===== config.mk =====
export PLATFORM = sky130hd
export DESIGN_NAME = dual_pwm_gen
export DESIGN_NICKNAME = d
export VERILOG_FILES = /design/src/rtl/pwm_gen_pkg.sv /design/src/rtl/pwm_cfg_regs.sv /design/src/rtl/pwm_timebase.sv /design/src/rtl/pwm_channel.sv /design/src/rtl/dual_pwm_gen.sv
export SDC_FILE = /design/constraint.sdc
export NUM_CORES = 1
export LEC_CHECK = 0
export BUFFER_PORTS_ARGS = -buffer_cell sky130_fd_sc_hd__buf_2
export CORE_ASPECT_RATIO = 0.8
export CORE_UTILIZATION = 60
export DETAILED_ROUTE_END_ITERATION = 8
export PLACE_DENSITY_LB_ADDON = 0.25
export SYNTH_ARGS = -nofsm -noshare
export SYNTH_HDL_FRONTEND = slang
export SYNTH_HIERARCHICAL = 1
export SYNTH_SLANG_ARGS = --single-unit

===== constraint.sdc =====
create_clock -name clk -period 5.7 [get_ports clk]
set_clock_uncertainty 0.2 [all_clocks]
set_input_delay 0.855 -clock clk [delete_from_list [all_inputs] [get_ports clk]]
set_output_delay 0.855 -clock clk [all_outputs]
set_load 0.02 [all_outputs]

===== src/rtl/pwm_gen_pkg.sv =====
package pwm_gen_pkg;

  localparam int MODE_W = 2;

  typedef enum logic [MODE_W-1:0] {
    MODE_OFF     = 2'd0,
    MODE_NORMAL  = 2'd1,
    MODE_INVERT  = 2'd2,
    MODE_OFF_ALT = 2'd3
  } pwm_mode_e;

endpackage


===== src/rtl/pwm_cfg_regs.sv =====
module pwm_cfg_regs
  import pwm_gen_pkg::*;
#(
  parameter int CNT_W  = 16,
  parameter int NUM_CH = 2,
  parameter int ADDR_W = 2
) (
  input  logic                          clk,
  input  logic                          rst,
  input  logic                          wr_en,
  input  logic [ADDR_W-1:0]             wr_addr,
  input  logic [CNT_W-1:0]              wr_data,
  input  logic                          load,
  output logic [CNT_W-1:0]              base_act,
  output logic [NUM_CH-1:0][CNT_W-1:0]  duty_act,
  output logic [NUM_CH-1:0][MODE_W-1:0] mode_q
);

  localparam int BASE_ADDR = 0;
  localparam int MODE_ADDR = NUM_CH + 1;

  logic [CNT_W-1:0] base_sh;

  // Shadow of the shared base value; copied to the active copy at wrap.
  always_ff @(posedge clk) begin
    if (rst) begin
      base_sh <= '0;
    end else if (wr_en && wr_addr == ADDR_W'(BASE_ADDR)) begin
      base_sh <= wr_data;
    end
  end

  always_ff @(posedge clk) begin
    if (rst) begin
      base_act <= '0;
    end else if (load) begin
      base_act <= base_sh;
    end
  end

  for (genvar c = 0; c < NUM_CH; c++) begin : g_ch
    logic [CNT_W-1:0] duty_sh;

    always_ff @(posedge clk) begin
      if (rst) begin
        duty_sh <= '0;
      end else if (wr_en && wr_addr == ADDR_W'(c + 1)) begin
        duty_sh <= wr_data;
      end
    end

    always_ff @(posedge clk) begin
      if (rst) begin
        duty_act[c] <= '0;
      end else if (load) begin
        duty_act[c] <= duty_sh;
      end
    end

    // Mode changes act at once; only period values wait for the wrap.
    always_ff @(posedge clk) begin
      if (rst) begin
        mode_q[c] <= MODE_OFF;
      end else if (wr_en && wr_addr == ADDR_W'(MODE_ADDR)) begin
        mode_q[c] <= wr_data[MODE_W*c +: MODE_W];
      end
    end
  end

endmodule


===== src/rtl/pwm_timebase.sv =====
module pwm_timebase #(
  parameter int CNT_W = 16
) (
  input  logic             clk,
  input  logic             rst,
  input  logic             run_en,
  input  logic [CNT_W-1:0] base_act,
  output logic [CNT_W-1:0] cnt_q,
  output logic             wrap
);

  // The greater-or-equal test also recovers from any out-of-range count.
  assign wrap = run_en && (cnt_q >= base_act);

  always_ff @(posedge clk) begin
    if (rst) begin
      cnt_q <= '0;
    end else if (wrap) begin
      cnt_q <= '0;
    end else if (run_en) begin
      cnt_q <= cnt_q + CNT_W'(1);
    end
  end

endmodule


===== src/rtl/pwm_channel.sv =====
module pwm_channel
  import pwm_gen_pkg::*;
#(
  parameter int CNT_W = 16
) (
  input  logic              clk,
  input  logic              rst,
  input  logic [MODE_W-1:0] mode,
  input  logic [CNT_W-1:0]  cnt,
  input  logic [CNT_W-1:0]  duty,
  output logic              pwm_q
);

  logic      in_pulse;
  logic      pwm_d;
  pwm_mode_e mode_e;

  assign mode_e   = pwm_mode_e'(mode);
  assign in_pulse = (cnt <= duty);

  always_comb begin
    case (mode_e)
      MODE_NORMAL: pwm_d = in_pulse;
      MODE_INVERT: pwm_d = ~in_pulse;
      default:     pwm_d = 1'b0;
    endcase
  end

  always_ff @(posedge clk) begin
    if (rst) begin
      pwm_q <= 1'b0;
    end else begin
      pwm_q <= pwm_d;
    end
  end

endmodule


===== src/rtl/dual_pwm_gen.sv =====
module dual_pwm_gen
  import pwm_gen_pkg::*;
#(
  parameter  int CNT_W  = 16,
  parameter  int NUM_CH = 2,
  localparam int ADDR_W = $clog2(NUM_CH + 2)
) (
  input  logic              clk,
  input  logic              rst,
  input  logic              run_en,
  input  logic              wr_en,
  input  logic [ADDR_W-1:0] wr_addr,
  input  logic [CNT_W-1:0]  wr_data,
  output logic [NUM_CH-1:0] pwm_out
);

  logic [CNT_W-1:0]              cnt_q;
  logic                          wrap;
  logic [CNT_W-1:0]              base_act;
  logic [NUM_CH-1:0][CNT_W-1:0]  duty_act;
  logic [NUM_CH-1:0][MODE_W-1:0] mode_q;

  pwm_cfg_regs #(
    .CNT_W  (CNT_W),
    .NUM_CH (NUM_CH),
    .ADDR_W (ADDR_W)
  ) u_regs (
    .clk      (clk),
    .rst      (rst),
    .wr_en    (wr_en),
    .wr_addr  (wr_addr),
    .wr_data  (wr_data),
    .load     (wrap),
    .base_act (base_act),
    .duty_act (duty_act),
    .mode_q   (mode_q)
  );

  pwm_timebase #(
    .CNT_W (CNT_W)
  ) u_tb (
    .clk      (clk),
    .rst      (rst),
    .run_en   (run_en),
    .base_act (base_act),
    .cnt_q    (cnt_q),
    .wrap     (wrap)
  );

  for (genvar c = 0; c < NUM_CH; c++) begin : g_out
    pwm_channel #(
      .CNT_W (CNT_W)
    ) u_ch (
      .clk   (clk),
      .rst   (rst),
      .mode  (mode_q[c]),
      .cnt   (cnt_q),
      .duty  (duty_act[c]),
      .pwm_q (pwm_out[c])
    );
  end

endmodule


==> metrics.txt <==
status=finished clean; average size of a mapped cell=between 9 and 10 um^2; DR pass1 iterations=7; layout cells sized above 1=a little under an eighth; first-pass GRT wire length=21360 um; Yosys reg bits=118; synthesized-area fraction occupied by xor and xnor cells=between 2 and 2.5%; Lkg Pwr=2.872 nW; WP data arrival=3.60 ns; slowest CP cell=a21oi_4; RD Place Congestion=0.8746; crit share post-route=61.98%; Inserted Clock Buffers=17; Remaining Overflow, GRT=0; vias in the first global route=4218; 1st-iter DRT viols=between 200 and 250; power per standard cell area=331.7 nW/um^2; DP HPWL=8709 um; CP required=approximately 5.8 ns; Place WS=2.279 ns; CP cell instances=inv_1 > ha_1 > nand4_2 > nor3_4 > a31oi_1 > a21oi_4 > buf_4 > mux2i_1 > nor2_1; Final Setup Violations=0; Final WS setup=2.167 ns; register area share after synthesis=40.52%; class of the worst hold path=flop to flop; Max VDD drop=approximately 0.23 mV; Synth Area in Simple Gates=18.41%; routed len/inst=between 15 and 20 um; FMAX=283.1 MHz; Rel. slew slack=between 20 and 25%; crit path kind=flop to flop; Root Driver=clkbuf_16; core area=~9200 um^2; post-cts sizing count=0; Die Area=10120 um^2; Max-Cap Viols=0; CP Max Fanout=27; worst-case clock buffer depth=2; die width=between 100 and 150 um; Inserted Diodes=0; hold_buf cts=0; H-tree depth=4; TritonCTS clock tree=built; Netlist cell types=44; Layout area overhead=13.28%; syn nets=675; Residual DRC=0; largest family of logic cells by synthesized area=simple AND/OR/NAND/NOR gates; largest net degree at the start of global routing=73; Synth Area in Compound Gates=4.936%; slowest stage delay, CP=0.93 ns; max-slew violations=0; die height=90.17 um; pin slew with the least headroom to its limit=1.176 ns; Top-Level Pins=24; WP buf/inv=2; RSZ-0062 raised after global routing=no; # clock sinks=118; Synth async-reset ratio=0%; crit start category=flop; global-route usage over all layers=27.37%; Main synth FF type=dfxtp_1; Final Hold Viols=0; multiplexer area fraction after synthesis=17.68%; later-pin clock latency in the skew report=0.41 ns; CP endpoint kind=flop; post-route ant nets=0; Mapped Cells=604; routed wire length=about 13000 um; setup TNS=0 ns; Initial Utilization=a little over three fifths; min cycle time layout=between 3 and 4 ns; port bufs=23; synth warn=6; mapped cell area=5831 um^2; EDFF count, synth=0; hold_ws=~0.28 ns; Worst-path clk slew=0.06 ns; final net count=694; drt via density=roughly 5.7; initial antenna violation count=0; # Post-CTS Setup Buffers=0; CP top delay family=compound AO/OA/AOI/OAI gates; DR vias=around 4300; post-synthesis adder-cell area fraction=10.52%; FP Rows=31
==> path summary, 6_finish.rpt <==
| check | startpoint | end | slack (ns) | cells after the start |
|---|---|---|---|---|
| max reg2reg | u_regs/base_act[15]$_SDFFE_PP0P_ | u_regs/base_act[9]$_SDFFE_PP0P_ | 2.17 | 9 |
| min | u_regs/g_ch[0].duty_sh[0]$_SDFFE_PP0P_ | u_regs/g_ch[0].duty_sh[0]$_SDFFE_PP0P_ | 0.28 | 2 |
| max | u_regs/base_act[15]$_SDFFE_PP0P_ | u_regs/base_act[9]$_SDFFE_PP0P_ | 2.17 | 9 |
| min reg2reg | u_regs/g_ch[0].duty_sh[0]$_SDFFE_PP0P_ | u_regs/g_ch[0].duty_sh[0]$_SDFFE_PP0P_ | 0.28 | 2 |
==> Yosys cell counts, types with 3 or more instances <==
| cell | instances | area, um^2 |
|---|---|---|
| ha_1 | 49 | 613.1 |
| o211ai_1 | 3 | 22.52 |
| clkbuf_1 | 9 | 33.78 |
| xnor2_1 | 4 | 35.03 |
| nor2_2 | 3 | 18.77 |
| nand4_1 | 12 | 75.07 |
| buf_6 | 3 | 33.78 |
| a21oi_1 | 21 | 105.1 |
| nand2_1 | 21 | 78.83 |
| mux2i_1 | 103 | 1031 |
| a2111o_1 | 3 | 33.78 |
| inv_1 | 50 | 187.7 |
| nor3_1 | 4 | 20.02 |
| dfxtp_1 | 118 | 2362 |
| xor2_1 | 10 | 87.58 |
| nand3_1 | 6 | 30.03 |
| buf_2 | 8 | 40.04 |
| o21ai_0 | 4 | 20.02 |
| nor2_1 | 69 | 259.0 |
| nand2b_1 | 69 | 431.7 |
| buf_4 | 5 | 37.54 |
==> worst reg2reg max path: stages, from the launching register on <==
cell and delay [ns]:
dfxtp_1 0.34, inv_1 0.05, ha_1 0.34, nand4_2 0.17
nor3_4 0.28, a31oi_1 0.17, a21oi_4 0.93, buf_4 0.53
mux2i_1 0.31, nor2_1 0.07
==> flip-flops by register name (all words and copies together) (netlist names) <==
signal / flops
u_regs/duty_act: 32
u_regs/base_sh: 16
g_out.u_ch/pwm_q: 2
u_regs/mode_q: 4
u_tb/cnt_q: 16
u_regs/g_ch.duty_sh: 32
u_regs/base_act: 16
==> area by class of cell <==
cell class	instances	area, um^2
clock inverters	14	197.7
repair buffers	27	145.1
fillers	696	2626
well taps	115	143.9
flip-flops and latches	118	2362
multi-input cells	409	3139
inverters	50	187.7
clock buffers	18	429.2
==> layout by cell type (no fill, tap or decap), types with 6 or more instances in the layout <==
| master | synthesis | final |
|---|---|---|
| dfxtp_1 | 118 | 118 |
| mux2i_1 | 103 | 103 |
| nor2_1 | 69 | 69 |
| nand2b_1 | 69 | 69 |
| inv_1 | 50 | 50 |
| ha_1 | 49 | 49 |
| buf_2 | 8 | 23 |
| nand2_1 | 21 | 21 |
| a21oi_1 | 21 | 20 |
| clkbuf_16 | 0 | 17 |
| nand4_1 | 12 | 12 |
| xor2_1 | 10 | 10 |
| nand3_1 | 6 | 6 |
==> logic make-up after synthesis <==
| kind of cell | after synthesis |
|---|---|
| AO/OA/AOI/OAI | 42 |
| XOR/XNOR | 14 |
| adder cells (fa/ha/maj) | 49 |
| buffers and inverters | 77 |
| flip-flops | 118 |
| multiplexers | 103 |
| AND/OR/NAND/NOR | 201 |
==> stage by stage <==
step	instances	utilization (%)	instance area [um^2]	power [mW]
2_1_floorplan	604	-	5831	1.031
3_5_place_dp	719	64.76	5978	1.074
5_1_grt	751	71.55	6605	2.259
3_3_place_gp	719	64.76	5978	1.066
4_1_cts	751	71.55	6605	2.199
6_report	751	71.55	6605	2.191
==> metal layers <==
metal	routed length, um	vias up	track usage, %
met5	0	-	0
met4	123	0	8.111
met3	659	11	6.271
met2	5558	107	41.25
met1	6368	2061	38.93
li1	-	2073	-
==> report_power, final <==
group	switching (mW)	leakage, nW	internal [mW]	total (mW)
combinational	0.111	1.62	0.0861	0.198
clock	0.395	0.302	0.736	1.13
sequential	0.0153	0.955	0.847	0.862
total	0.522	2.87	1.67	2.19
(Power assumes the default switching activity.)
